<file path="config.mk">
export PLATFORM = sky130hd
export DESIGN_NAME = resp_count_ora
export DESIGN_NICKNAME = d
export VERILOG_FILES = /design/src/rtl/resp_ora_pkg.sv /design/src/rtl/resp_sat_ctr.sv /design/src/rtl/resp_ora_ctrl.sv /design/src/rtl/resp_ora_dp.sv /design/src/rtl/resp_count_ora.sv
export SDC_FILE = /design/constraint.sdc
export NUM_CORES = 1
export LEC_CHECK = 0
export ABC_CLOCK_PERIOD_IN_PS = 2530
export BUFFER_PORTS_ARGS = -buffer_cell sky130_fd_sc_hd__buf_2
export CORE_MARGIN = 4
export CORE_UTILIZATION = 36
export DETAILED_ROUTE_END_ITERATION = 12
export PLACE_DENSITY = 0.69
export SYNTH_ARGS = -nofsm -noshare
export SYNTH_HDL_FRONTEND = slang
export SYNTH_SLANG_ARGS = --single-unit
</file>
<file path="constraint.sdc">
create_clock -name clk -period 2.53 [get_ports clk]
set_input_delay 0 -clock clk [delete_from_list [all_inputs] [get_ports clk]]
set_output_delay 0 -clock clk [all_outputs]
set_load 0.05 [all_outputs]
</file>
<file path="src/rtl/resp_ora_pkg.sv">
package resp_ora_pkg;

  // Strobes from control to datapath, one cycle wide each.
  typedef struct packed {
    logic clr;   // clear counts, history and pass
    logic take;  // accept bitVal this cycle
    logic fin;   // latch the pass decision
  } ora_strb_t;

  typedef enum logic [1:0] {
    ST_IDLE = 2'd0,
    ST_RUN  = 2'd1,
    ST_DONE = 2'd2
  } ora_state_t;

endpackage

</file>
<file path="src/rtl/resp_sat_ctr.sv">
module resp_sat_ctr #(
  parameter int CW = 11
) (
  input  logic          clk,
  input  logic          rstN,
  input  logic          clr,
  input  logic          inc,
  output logic [CW-1:0] cnt,
  output logic [CW-1:0] cntNext
);

  localparam logic [CW-1:0] CNT_TOP = {CW{1'b1}};

  logic atTop;

  assign atTop = (cnt == CNT_TOP);

  always_comb begin
    if (clr) begin
      cntNext = '0;
    end else if (inc && !atTop) begin
      cntNext = cnt + 1'b1;
    end else begin
      cntNext = cnt;
    end
  end

  always_ff @(posedge clk) begin
    if (!rstN) begin
      cnt <= '0;
    end else begin
      cnt <= cntNext;
    end
  end

endmodule

</file>
<file path="src/rtl/resp_ora_ctrl.sv">
module resp_ora_ctrl
  import resp_ora_pkg::*;
(
  input  logic      clk,
  input  logic      rstN,
  input  logic      startStrb,
  input  logic      bitValid,
  input  logic      endStrb,
  output ora_strb_t strb,
  output logic      running,
  output logic      doneFlag
);

  ora_state_t state;
  ora_state_t stateNext;

  always_comb begin
    strb      = '0;
    stateNext = state;
    if (startStrb) begin
      // start wins over everything else in its cycle
      strb.clr  = 1'b1;
      stateNext = ST_RUN;
    end else if (state == ST_RUN) begin
      strb.take = bitValid;
      if (endStrb) begin
        strb.fin  = 1'b1;
        stateNext = ST_DONE;
      end
    end
  end

  always_ff @(posedge clk) begin
    if (!rstN) begin
      state <= ST_IDLE;
    end else begin
      state <= stateNext;
    end
  end

  assign running  = (state == ST_RUN);
  assign doneFlag = (state == ST_DONE);

endmodule

</file>
<file path="src/rtl/resp_ora_dp.sv">
module resp_ora_dp
  import resp_ora_pkg::*;
#(
  parameter int CW = 11
) (
  input  logic          clk,
  input  logic          rstN,
  input  ora_strb_t     strb,
  input  logic          bitVal,
  input  logic [CW-1:0] goldOnes,
  input  logic [CW-1:0] goldTrans,
  output logic [CW-1:0] onesCnt,
  output logic [CW-1:0] transCnt,
  output logic          passFlag
);

  localparam int NUM_CTR = 2;

  logic          prevBit;
  logic          histValid;
  logic          isOne;
  logic          isChange;
  logic [NUM_CTR-1:0]  incVec;
  logic [CW-1:0] cntQ    [NUM_CTR];
  logic [CW-1:0] cntNext [NUM_CTR];
  logic          matchAll;

  assign isOne    = strb.take && bitVal;
  assign isChange = strb.take && histValid && (bitVal ^ prevBit);
  assign incVec   = {isChange, isOne};

  for (genvar g = 0; g < NUM_CTR; g++) begin : gen_ctr
    resp_sat_ctr #(.CW(CW)) ctr_i (
      .clk     (clk),
      .rstN    (rstN),
      .clr     (strb.clr),
      .inc     (incVec[g]),
      .cnt     (cntQ[g]),
      .cntNext (cntNext[g])
    );
  end

  assign onesCnt  = cntQ[0];
  assign transCnt = cntQ[1];

  // Compare against next values so a bit arriving with the end strobe counts.
  assign matchAll = (cntNext[0] == goldOnes) && (cntNext[1] == goldTrans);

  always_ff @(posedge clk) begin
    if (!rstN) begin
      prevBit   <= 1'b0;
      histValid <= 1'b0;
      passFlag  <= 1'b0;
    end else begin
      if (strb.clr) begin
        histValid <= 1'b0;
        passFlag  <= 1'b0;
      end else begin
        if (strb.take) begin
          prevBit   <= bitVal;
          histValid <= 1'b1;
        end
        if (strb.fin) begin
          passFlag <= matchAll;
        end
      end
    end
  end

endmodule

</file>
<file path="src/rtl/resp_count_ora.sv">
module resp_count_ora
  import resp_ora_pkg::*;
#(
  parameter  int MAX_LEN = 1024,
  localparam int CW      = $clog2(MAX_LEN + 1)
) (
  input  logic          clk,
  input  logic          rstN,
  input  logic          startStrb,
  input  logic          bitValid,
  input  logic          bitVal,
  input  logic          endStrb,
  input  logic [CW-1:0] goldOnes,
  input  logic [CW-1:0] goldTrans,
  output logic [CW-1:0] onesCnt,
  output logic [CW-1:0] transCnt,
  output logic          doneFlag,
  output logic          passFlag
);

  ora_strb_t strb;
  logic      running;

  resp_ora_ctrl ctrl_i (
    .clk       (clk),
    .rstN      (rstN),
    .startStrb (startStrb),
    .bitValid  (bitValid),
    .endStrb   (endStrb),
    .strb      (strb),
    .running   (running),
    .doneFlag  (doneFlag)
  );

  resp_ora_dp #(.CW(CW)) dp_i (
    .clk       (clk),
    .rstN      (rstN),
    .strb      (strb),
    .bitVal    (bitVal),
    .goldOnes  (goldOnes),
    .goldTrans (goldTrans),
    .onesCnt   (onesCnt),
    .transCnt  (transCnt),
    .passFlag  (passFlag)
  );

endmodule

</file>
Yosys cells after proc, flatten, opt, wreduce, memory -nomap -nowiden
Cells that the tools add are included.
{"block": "totals", "mem_bits_ro": 0, "memories": 0, "latch_bits": 0, "ramBits": 0, "input_bits": 28, "elab_cells": 44, "reg_bits": 27}
{"block": "classes", "addsub": 2, "n_eq_ne": 6, "n_reduce_logical": 15, "shift": 0, "div_mod_pow": 0, "n_bitwise": 3, "order_cmp": 0, "n_mux": 11, "multipliers": 0}
{"cell": "$mux 11", "n": 4}
{"cell": "$add 11x1->11 const B", "n": 2}
{"cell": "$eq 11x11->1", "n": 2}
{"cell": "$eq 11x11->1 const B", "n": 2}
{"cell": "$logic_and 1x1->1", "n": 6}
{"cell": "$reduce_and 2->1", "n": 3}
{"cell": "$mux 1", "n": 5}
{"cell": "$mux 2", "n": 2}
{"cell": "$reduce_bool 2->1", "n": 2}
{"cell": "$reduce_or 2->1", "n": 2}
{"cell": "$eq 2x1->1 const B", "n": 1}
{"cell": "$eq 2x2->1 const B", "n": 1}
{"cell": "$logic_not 1->1", "n": 2}
{"cell": "$not 1->1", "n": 2}
{"cell": "$xor 1x1->1", "n": 1}

Longest topological paths before layout
Gate-level depths: netlist (run 1).
{"block": "logic_depth", "word_depth": 10, "mapped_depth": 10, "mapped_depth_nobuf": 9}

Cells and area by module
Synthesis (run 1) repeated with hierarchy kept, for this count alone.
{"block": "hier_totals", "cells_unflattened": 205, "area_unflattened_um2": 1754.2}
{"module": "resp_sat_ctr", "cells_per_inst": 75, "seq_area_each_um2": 220.2, "instances": 2, "area_per_inst_um2": 630.6}
{"module": "resp_ora_dp", "cells_per_inst": 43, "seq_area_each_um2": 60.1, "instances": 1, "area_per_inst_um2": 379.1}
{"module": "resp_ora_ctrl", "cells_per_inst": 12, "seq_area_each_um2": 40.0, "instances": 1, "area_per_inst_um2": 113.9}

Least setup slack after synthesis (run 1)
OpenSTA, ideal clock, no wires.
{"block": "synth_path", "path_kind": "reg-to-reg", "start": "reg dp_i.gen_ctr[0].ctr_i.cnt[6]", "end": "reg dp_i.passFlag", "path_stages_with_launch": 10, "synth_period_minus_slack_ps": 2829, "path_slack_ps": -299, "n_path_buf": 1, "setup_time_ps": 69, "arrival_ps": 2760, "path_cell_list": "dfxtp_1 -> nand3_1 -> nor4_1 -> buf_2 -> nor4b_1 -> xnor2_1 -> or3b_2 -> a211oi_1 -> o22ai_1 -> o21ai_1"}
{"block": "synth_between", "elab_chain_len": 7, "elab_cells_between_ends": 8}
{"item": "start, declared", "line": "resp_sat_ctr.sv:8", "rtl": "output logic [CW-1:0] cnt,"}
{"item": "start signal, assigned", "line": "resp_sat_ctr.sv:32", "rtl": "cnt <= cntNext;"}
{"item": "branches (longest 3 deep; another with $add 11x1->11)"}
{"item": "$mux 11 (*)", "line": "resp_sat_ctr.sv:21", "rtl": "end else if (inc && !atTop) begin"}
{"item": "$mux 11 (*)", "line": "resp_sat_ctr.sv:19", "rtl": "if (clr) begin"}
{"item": "$eq 11x11->1 (*)", "line": "resp_ora_dp.sv:47", "rtl": "assign matchAll = (cntNext[0] == goldOnes) && (cntNext[1] == goldTrans);"}
{"item": "$logic_and 1x1->1 (*)", "line": "resp_ora_dp.sv:47"}
{"item": "end signal, assigned", "line": "resp_ora_dp.sv:64", "rtl": "passFlag <= matchAll;"}
{"item": "end, declared", "line": "resp_ora_dp.sv:14", "rtl": "output logic passFlag"}
Mark *: on every way between the ends.
A chain may end at the register's enable or synchronous reset.

Worst setup path after layout (run 1)
{"block": "layout_path", "start": "reg ctrl_i.state[1]", "end": "reg dp_i.passFlag"}
{"block": "layout_between", "elab_chain_len": 10, "elab_cells_between_ends": 15}
{"item": "start, declared", "line": "resp_ora_ctrl.sv:14", "rtl": "ora_state_t state;"}
{"item": "start signal, assigned", "line": "resp_ora_ctrl.sv:37", "rtl": "state <= stateNext;"}
{"item": "$eq 2x1->1 (*)"}
{"item": "$mux 2 (*)", "line": "resp_ora_ctrl.sv:24", "rtl": "end else if (state == ST_RUN) begin"}
{"item": "$mux 2 (*)", "line": "resp_ora_ctrl.sv:20", "rtl": "if (startStrb) begin"}
{"item": "$logic_and 1x1->1 (2 in a row)", "line": "resp_ora_dp.sv:29", "rtl": "assign isChange = strb.take && histValid && (bitVal ^ prevBit);"}
{"item": "$logic_and 1x1->1", "line": "resp_sat_ctr.sv:21"}
{"item": "$mux 11", "line": "resp_sat_ctr.sv:21"}
{"item": "$mux 11", "line": "resp_sat_ctr.sv:19"}
{"item": "$eq 11x11->1", "line": "resp_ora_dp.sv:47"}
{"item": "$logic_and 1x1->1", "line": "resp_ora_dp.sv:47"}
Mark *: on every way between the ends. The rest lies on a longest branch, timed or not.

==> results of run 1 <==
[final cells by class]
cell class,instances,share of cell area [%]
Multi-Input combinational cell,193,52.1
Tap cell,70,3.42
Sequential cell,27,22.2
Timing Repair Buffer,82,19.4
Inverter,8,1.17
Clock buffer,4,1.76
[power by group through the flow]
stage	registers (mW)	clock network [mW]	logic, mW
after floorplan	0.438	0	0.0475
after global placement	0.436	0	0.0979
after detailed placement	0.436	0	0.0983
after CTS	0.427	0.259	0.104
after global routing	0.428	0.276	0.115
final	0.427	0.252	0.105
[kinds of logic (layout without fill, tap and decap cells)]
| logic type | after synthesis | in the layout | synth area share [%] |
|---|---|---|---|
| simple gates | 121 | 121 | 37.5 |
| compound gates | 54 | 54 | 20.1 |
| flops | 27 | 27 | 28.6 |
| buf+inv | 16 | 94 | 3.31 |
| xor+xnor | 14 | 14 | 8.01 |
| fa+ha+maj | 2 | 2 | 1.32 |
| mux | 2 | 2 | 1.13 |
[flip-flops by register name (all words and copies together), names as in the netlist]
name,count
dp_i.gen_ctr.ctr_i.cnt,22
ctrl_i.state,2
dp_i.histValid,1
dp_i.passFlag,1
dp_i.prevBit,1
[metal layers]
layer / vias up / part of all wire [%] / GRT usage (%)
met5: - / 0 / 0
met4: 0 / 0.97 / 4.56
met3: 8 / 7.5 / 2.13
met2: 102 / 48 / 33.4
met1: 1024 / 44 / 28.4
li1: 1061 / - / -
[stage by stage]
stage / util (%) / setup WS (ns) / instances / setup TNS (ns)
floorplan: - / 0.00395 / 236 / 0
global placement: 48.0 / -0.0105 / 378 / -0.0105
detailed placement: 48.0 / -0.0199 / 378 / -0.0199
CTS: 49.6 / -0.0284 / 384 / -0.0284
global route: 50.2 / -0.160 / 384 / -0.160
finish: 50.2 / -0.0404 / 384 / -0.0404
[how the worst max path moves through the flow]
| stage | startpoint | endpoint | cells after the start |
|---|---|---|---|
| after floorplan | dp_i.gen_ctr[0].ctr_i.cnt[2] | dp_i.passFlag | 8 |
| after global placement | ctrl_i.state[1] | dp_i.passFlag | 9 |
| after detailed placement | ctrl_i.state[1] | dp_i.passFlag | 9 |
| after CTS | ctrl_i.state[1] | dp_i.passFlag | 9 |
| after global routing | dp_i.gen_ctr[1].ctr_i.cnt[1] | dp_i.passFlag | 9 |
| final | ctrl_i.state[1] | dp_i.passFlag | 9 |
[worst max-delay path: stages, from the launching register on]
cell and delay (ns):
dfxtp_2 0.33, nand4bb_4 0.24, buf_6 0.14, or4_4 0.54
nor4_4 0.19, nor2_2 0.06, or4b_4 0.50, a32oi_1 0.22
o2111ai_1 0.12, o21ai_1 0.14
[cell usage in the layout, fill, tap and decap left out, types with 3 or more instances in the layout]
cell type  count
nor2b_1        4
dfxtp_1        9
buf_4         28
nand4_1        6
o21ai_0        6
o22ai_1        3
a31oi_1        4
nand2b_1       5
and4_1         3
and3_1         3
nand3_1       13
nor3_1         5
dfxtp_2       16
or4_1          4
inv_1          8
o31ai_1        3
xnor2_1       12
a21oi_1       10
or3b_2         3
clkbuf_8       3
nor3b_1        3
a221oi_1       3
nor4_1         5
nor3_2         3
o31a_1         4
buf_2         51
nor2_1        29
nand2_1       15
[repair_timing]
| item | in CTS | in global routing |
|---|---|---|
| setup endpoints to repair | 1 | 1 |
| setup buffers | 0 | 0 |
| gates resized for setup | 1 | 7 |
| hold endpoints to repair | 3 | 0 |
| hold buffers | 2 | 0 |
==> reports/results.ini, run 1 <==
[power]
power.internal_uw=587
p_switching_uw=197
power_density_mw_per_mm2=306
power_frac_seq_pct=54.5
vdd_ir_drop_max_mv=0.245
total_power_uw=784
swShare_pct=25.1
pwr-share-comb_pct=13.4
p_leak_nw=0.965
clkPwrFrac_pct=32.1

[finish]
fillers=523
multi_input_area_mm2=0.00134
register_area_um2=568
nets=345
syn2layout_area_growth_pct=35.6
finalInstanceArea_mm2=0.00256
n_antenna_cell=0
drive_gt1_share_pct=37.9

[timing]
period_share_pct=102
timing.fmax_ghz=0.389
relSlewSlack_pct=63.0
finalHoldWorstSlack_ns=0.154
drv_slew=0
rsz0062_at_grt=yes
fin_ws_ns=-0.0404
hold_viol=0
min_period_ns=2.57
setup_viol=1
tightest_slew_ns=0.550
worst_clock_skew_ns=0.000869

[clock_tree]
worstSkewPairLatency_ns=0.27
htreeDepth=1
cts_buffer_depth=2
cts_tree=yes
clk_pin_slew_ns=0.09
numCtsBuffers=3
clockRootBuffer=clkbuf_8
cts.sinks=27

[logic_synthesis]
synth_commonest_cells=nor2_1 (29), dfxtp_1 (27), nand2_1 (15)
syn_nets=266
synth_cell_type_count=58
synth-edff-count=0
ys_ff_latch=27
synth_cells=236
seq_area_frac_synth_pct=28.6
synthArstFlopShare_pct=0
yosys.area.top_type=dfxtp_1
synth_top_area_share_pct=28.6
synth.top_cells.by_area=dfxtp_1 (29%), nor2_1 (5.8%), xnor2_1 (5.6%), nand3_1 (3.4%), nand2_1 (3.0%)
synth_most_common_cell=nor2_1
syn_area_mm2=0.00189
ys.warnings.count=0
synth_ff_type=dfxtp_1
avgSynthCellArea_um2=8.01

[worst_hold_path]
whs_endpoint=dp_i.passFlag
hold_path_depth=4
hp-start=goldOnes[4]
min_path_type=in2reg

[route]
drt-total-wl_um=6260
ant_nets=0
drtPass1Iterations=4
routedWlPerCell_um=16.3
drt_iter0_drc=259
via_per_inst=5.72
vias=2195
drcViolationCount=0

[place]
gp_congestion=0.941
dpl_cell_area_mm2=0.00245
dp_hpwl_um=4930
numPortBuffers=51

[floorplan]
core_mm2=0.00511
ioPinCount=52
num_rows=26
die_width_um=80.4
start_util_pct=37.0
die-area_mm2=0.00647
die-height_um=80.4

[global_routing]
grt_pass1_wl_um=10300
overflow=0
grt_max_degree=26
grt_antenna_before_repair=0
grt_use_total_pct=20.3
grt_pass1_vias=2093

[critical_path]
worstPathRequired_ns=2.74
r2r_slack_ns=-0.04
r2r_end=dp_i.passFlag
end_kind=flip-flop
r2r-start=ctrl_i.state[1]
crit_arrival_ns=2.78
crit_path_start_kind=flip-flop
reg2regPathDepth=9
worstSetupPathType=reg2reg
cp_max_fo=4

[run_status]
violations=negative setup slack
status=complete, but fails checks

[run]
drv_cap=0

Power figures use the tool's default switching activity.
==> inputs of run 2 (changes only) <==
==> constraint.sdc (replaced) <==
create_clock -name clk -period 2.53 [get_ports clk]
set_input_delay 0.1265 -clock clk [delete_from_list [all_inputs] [get_ports clk]]
set_output_delay 0.1265 -clock clk [all_outputs]
set_load 0.01 [all_outputs]
==> reports/results.ini, run 2 (synthesis gave the netlist of run 1 again) <==
[run_status]
status=complete, but fails checks
violations=negative setup slack

[timing]
min_period_ns=2.61
timing.fmax_ghz=0.384
drv_slew=0
finalHoldWorstSlack_ns=0.106
hold_viol=0
setup_viol=1
worst_clock_skew_ns=0.00846
relSlewSlack_pct=66.8
fin_ws_ns=-0.0772
rsz0062_at_grt=yes
tightest_slew_ns=0.494
period_share_pct=103

[finish]
layout_commonest_cell=buf_2
reg_top3=dp_i.gen_ctr.ctr_i.cnt (22), ctrl_i.state (2)
nets=355
utilization_pct=51.2
largest_register=dp_i.gen_ctr.ctr_i.cnt
n_antenna_cell=0
largest_reg_flops=22
syn2layout_area_growth_pct=38.3
fin_cells=394
drive_gt1_share_pct=35.2
final_cell_mix=buf_2 (51), buf_4 (40), nor2_1 (29), dfxtp_1 (26), nand2_1 (15)

[power]
p_leak_nw=1.03
vdd_ir_drop_max_mv=0.226
power_density_mw_per_mm2=302

[floorplan]
start_util_pct=37.0
num_rows=26
core_mm2=0.00511
die-height_um=80.4
die-area_mm2=0.00647
die_width_um=80.4
ioPinCount=52

[global_routing]
overflow=0
grt_pass1_wl_um=10100
grt_antenna_before_repair=0
grt_use_total_pct=20.0
grt_max_degree=26
grt_pass1_vias=2052

[clock_tree]
cts_buffer_depth=2
worstSkewPairLatency_ns=0.28
htreeDepth=1
clockRootBuffer=clkbuf_8
clk_pin_slew_ns=0.10
cts.sinks=27
hold_buffers=0
numCtsBuffers=3
cts_tree=yes

[critical_path]
critPathMaxStageDelay_ns=0.56
worstPathRequired_ns=2.76
crit_chain=nand4bb_4, buf_6, or4_4, o31ai_1, and3b_1, o221ai_1, a32oi_1, o2111ai_1, o21ai_1
cp_max_fo=8
cpMaxStageDelayCell=or4_4
end_kind=flip-flop
r2r-start=ctrl_i.state[1]
r2r_slack_ns=-0.08
crit_arrival_ns=2.83
r2r_end=dp_i.passFlag
reg2regPathDepth=9
crit_path_start_kind=flip-flop
worstSetupPathType=reg2reg

[route]
ant_nets=0
drcViolationCount=0
drt-total-wl_um=6390
vias=2187
drt_iter0_drc=146
drtPass1Iterations=5
via_per_inst=5.55
routedWlPerCell_um=16.2

[worst_hold_path]
hold_path_depth=3
hp-start=endStrb
whs_endpoint=ctrl_i.state[1]
min_path_type=in2reg

[place]
gp_congestion=0.918
dp_hpwl_um=4980
numPortBuffers=51
dp.cells=390

[run]
drv_cap=0

==> run 2: cell count changes in the layout (fill, tap and decap cells not counted), moves of 2 or more <==
cell	before	now
dfxtp_1	9	26
dfxtp_2	16	1
buf_4	28	40
dfxtp_4	2	0
dlygate4sd3_1	2	0
nor3_2	3	1
==> run 2: per-layer routing <==
metal | routed length (um) | track usage (%) | vias up
li1 | - | - | 1081
met1 | 2930 | 27.6 | 1016
met2 | 3030 | 32.2 | 83
met3 | 360 | 3.03 | 7
met4 | 65 | 5.57 | 0
met5 | 0 | 0 | -
==> run 2: stage by stage <==
step	TNS [ns]	cell area [um2]	worst slack [ns]	power (mW)
finish	-0.0772	2610	-0.0772	0.789
global route	-0.170	2610	-0.170	0.824
CTS	-0.0255	2560	-0.0255	0.791
detailed placement	-0.0340	2510	-0.0340	0.536
global placement	-0.0228	2510	-0.0228	0.536
floorplan	0	1890	0.0353	0.485
==> run 2: how the worst max path moves through the flow <==
| stage | startpoint | to | slack [ns] | cells past startpoint |
|---|---|---|---|---|
| floorplan | ctrl_i.state[1] | dp_i.passFlag | 0.04 | 9 |
| global placement | ctrl_i.state[1] | dp_i.passFlag | -0.02 | 9 |
| detailed placement | dp_i.gen_ctr[1].ctr_i.cnt[0] | dp_i.passFlag | -0.03 | 9 |
| CTS | ctrl_i.state[1] | dp_i.passFlag | -0.03 | 9 |
| global route | ctrl_i.state[1] | dp_i.passFlag | -0.17 | 9 |
| finish | ctrl_i.state[1] | dp_i.passFlag | -0.08 | 9 |
==> run 2: area by class of cell <==
cell class / instances / area [um2]
clock buffers: 3 / 41.3
inverters: 8 / 30.0
well taps: 70 / 87.6
multi-input cells: 193 / 1340
fillers: 510 / 2490
clock inverters: 1 / 5.00
repair buffers: 92 / 567
flip-flops and latches: 27 / 542
==> run 2: worst max-delay path, delay by kind of cell, from the launching register on <==
family                 cells  cell delay, ns
flip-flops                 1            0.33
buffers and inverters      1            0.16
AO/OA/AOI/OAI              5            1.04
AND/OR/NAND/NOR            3            1.03
==> run 2: what timing repair did <==
| action | 4_1_cts | 5_1_grt |
|---|---|---|
| buffers inserted | 0 | 0 |
| endpoints found under the setup margin | 1 | 1 |
| gates resized for setup | 2 | 9 |
==> run 2: where the power goes <==
group | internal [mW] | switching [mW]
registers | 0.428 | 0.00264
logic | 0.0483 | 0.0556
clock network | 0.111 | 0.143
total | 0.587 | 0.202
==> inputs of run 3 (changes only) <==
--- a/config.mk
+++ b/config.mk
@@ -11,6 +11,7 @@
 export CORE_UTILIZATION = 36
 export DETAILED_ROUTE_END_ITERATION = 12
 export PLACE_DENSITY = 0.69
+export SKIP_LAST_GASP = 1
 export SYNTH_ARGS = -nofsm -noshare
 export SYNTH_HDL_FRONTEND = slang
 export SYNTH_SLANG_ARGS = --single-unit
==> reports/results.ini, run 3 (synthesis gave the netlist of run 1 again) <==
[clock_tree]
post_cts_buffers=0
cts_tree=yes
clk_pin_slew_ns=0.10
cts.sinks=27
hold_buffers=0
htreeDepth=1
numCtsBuffers=3
worstSkewPairLatency_ns=0.28
cts_buffer_depth=2
clockRootBuffer=clkbuf_8

[power]
power_density_mw_per_mm2=306
vdd_ir_drop_max_mv=0.225
p_leak_nw=1.03
total_power_uw=790

[finish]
largest_reg_flops=22
syn2layout_area_growth_pct=36.8
final_cell_mix=buf_2 (51), buf_4 (41), nor2_1 (29), dfxtp_1 (27), nand2_1 (15)
n_antenna_cell=0
fillers=513
drive_gt1_share_pct=34.3
nets=355
layout_commonest_cell=buf_2
reg_top3=dp_i.gen_ctr.ctr_i.cnt (22), ctrl_i.state (2)
finalInstanceArea_mm2=0.00258
largest_register=dp_i.gen_ctr.ctr_i.cnt
utilization_pct=50.6

[floorplan]
die_width_um=80.4
start_util_pct=37.0
die-area_mm2=0.00647
num_rows=26
die-height_um=80.4
ioPinCount=52
core_mm2=0.00511

[critical_path]
critPathMaxStageDelay_ns=0.56
crit_arrival_ns=2.83
reg2regPathDepth=9
cpMaxStageDelayCell=or4_4
worstSetupPathType=reg2reg
worstPathRequired_ns=2.76
crit_chain=nand4bb_1, buf_4, or4_4, o31ai_1, and3b_1, o221ai_1, a32oi_1, o2111ai_1, o21ai_1
end_kind=flip-flop
crit_path_start_kind=flip-flop
cp_max_fo=8

[run_status]
status=complete, but fails checks
violations=negative setup slack

[route]
via_per_inst=5.55
drt-total-wl_um=6250
drtPass1Iterations=5
drcViolationCount=0
routedWlPerCell_um=15.9
ant_nets=0
drt_iter0_drc=121
vias=2188

[timing]
finalHoldWorstSlack_ns=0.0953
min_period_ns=2.60
period_share_pct=103
setup_viol=1
drv_slew=0
fin_ws_ns=-0.0735
timing.fmax_ghz=0.384
rsz0062_at_grt=yes
hold_viol=0
tightest_slew_ns=0.504
worst_clock_skew_ns=0.00317
relSlewSlack_pct=66.1

[global_routing]
grt_use_total_pct=20.0
overflow=0
grt_max_degree=26
grt_pass1_wl_um=10100
grt_pass1_vias=2052
grt_antenna_before_repair=0

[place]
gp_congestion=0.918
dpl_cell_area_mm2=0.00251
dp_hpwl_um=4980
numPortBuffers=51
pre_cts_ws_ns=-0.0340

[run]
drv_cap=0

[worst_hold_path]
hold_path_depth=3
min_path_type=in2reg

-- run 3: cell types whose count changed in the layout (fill, tap and decap cells not counted) --
cell | before | now
o21ai_0 | 5 | 6
buf_4 | 40 | 41
nor4_2 | 3 | 2
dfxtp_2 | 1 | 0
o21ai_1 | 3 | 2
nand4bb_1 | 1 | 2
dfxtp_1 | 26 | 27
buf_6 | 1 | 0
nand4bb_4 | 1 | 0
nor4_1 | 4 | 5
-- run 3: power breakdown --
| group | total, mW | internal [mW] | switching (mW) | leakage [nW] |
|---|---|---|---|---|
| Clock | 0.260 | 0.111 | 0.149 | 0.0255 |
| Sequential | 0.429 | 0.427 | 0.00164 | 0.218 |
| Combinational | 0.101 | 0.0466 | 0.0546 | 0.783 |
-- run 3: area by class of cell --
class | instances | area [um2] | share of cell area (%)
multi-input cells | 193 | 1320 | 51.0
repair buffers | 92 | 563 | 21.8
flip-flops and latches | 27 | 541 | 20.9
well taps | 70 | 87.6 | 3.39
clock buffers | 3 | 41.3 | 1.60
inverters | 8 | 30.0 | 1.16
clock inverters | 1 | 5.00 | 0.194
-- run 3: metal layers --
layer,part of all wire (%),GRT usage [%]
met2,47,32.2
met5,0,0
met4,1.2,5.57
met3,5.7,3.03
met1,46,27.6
-- run 3: worst paths after layout --
kind / from / endpoint / slack, ns
setup / recovery: ctrl_i.state[1] / dp_i.passFlag / -0.07
hold / removal: endStrb / ctrl_i.state[1] / 0.1
hold reg to reg: dp_i.prevBit / dp_i.prevBit / 0.50
setup reg to reg: ctrl_i.state[1] / dp_i.passFlag / -0.07
-- run 3: per-stage QoR --
step                      TNS (ns)  instances
after floorplan                  0        236
after global placement     -0.0228        390
after detailed placement   -0.0340        390
after CTS                  -0.0263        394
after global routing        -0.191        394
final                      -0.0735        394
-- run 3: timing repair --
action | in CTS | in global routing
pin swaps | 0 | 0
endpoints found under the setup margin | 1 | 1
hold endpoints to repair | 0 | 0
cloned | 0 | 0
gates resized for setup | 1 | 5
-- run 3: critical path, delay by kind of cell, from the launching register on --
family / cells / cell delay, ns
AND/OR/NAND/NOR: 3 / 1.00
flip-flops: 1 / 0.32
AO/OA/AOI/OAI: 5 / 1.05
buffers and inverters: 1 / 0.19
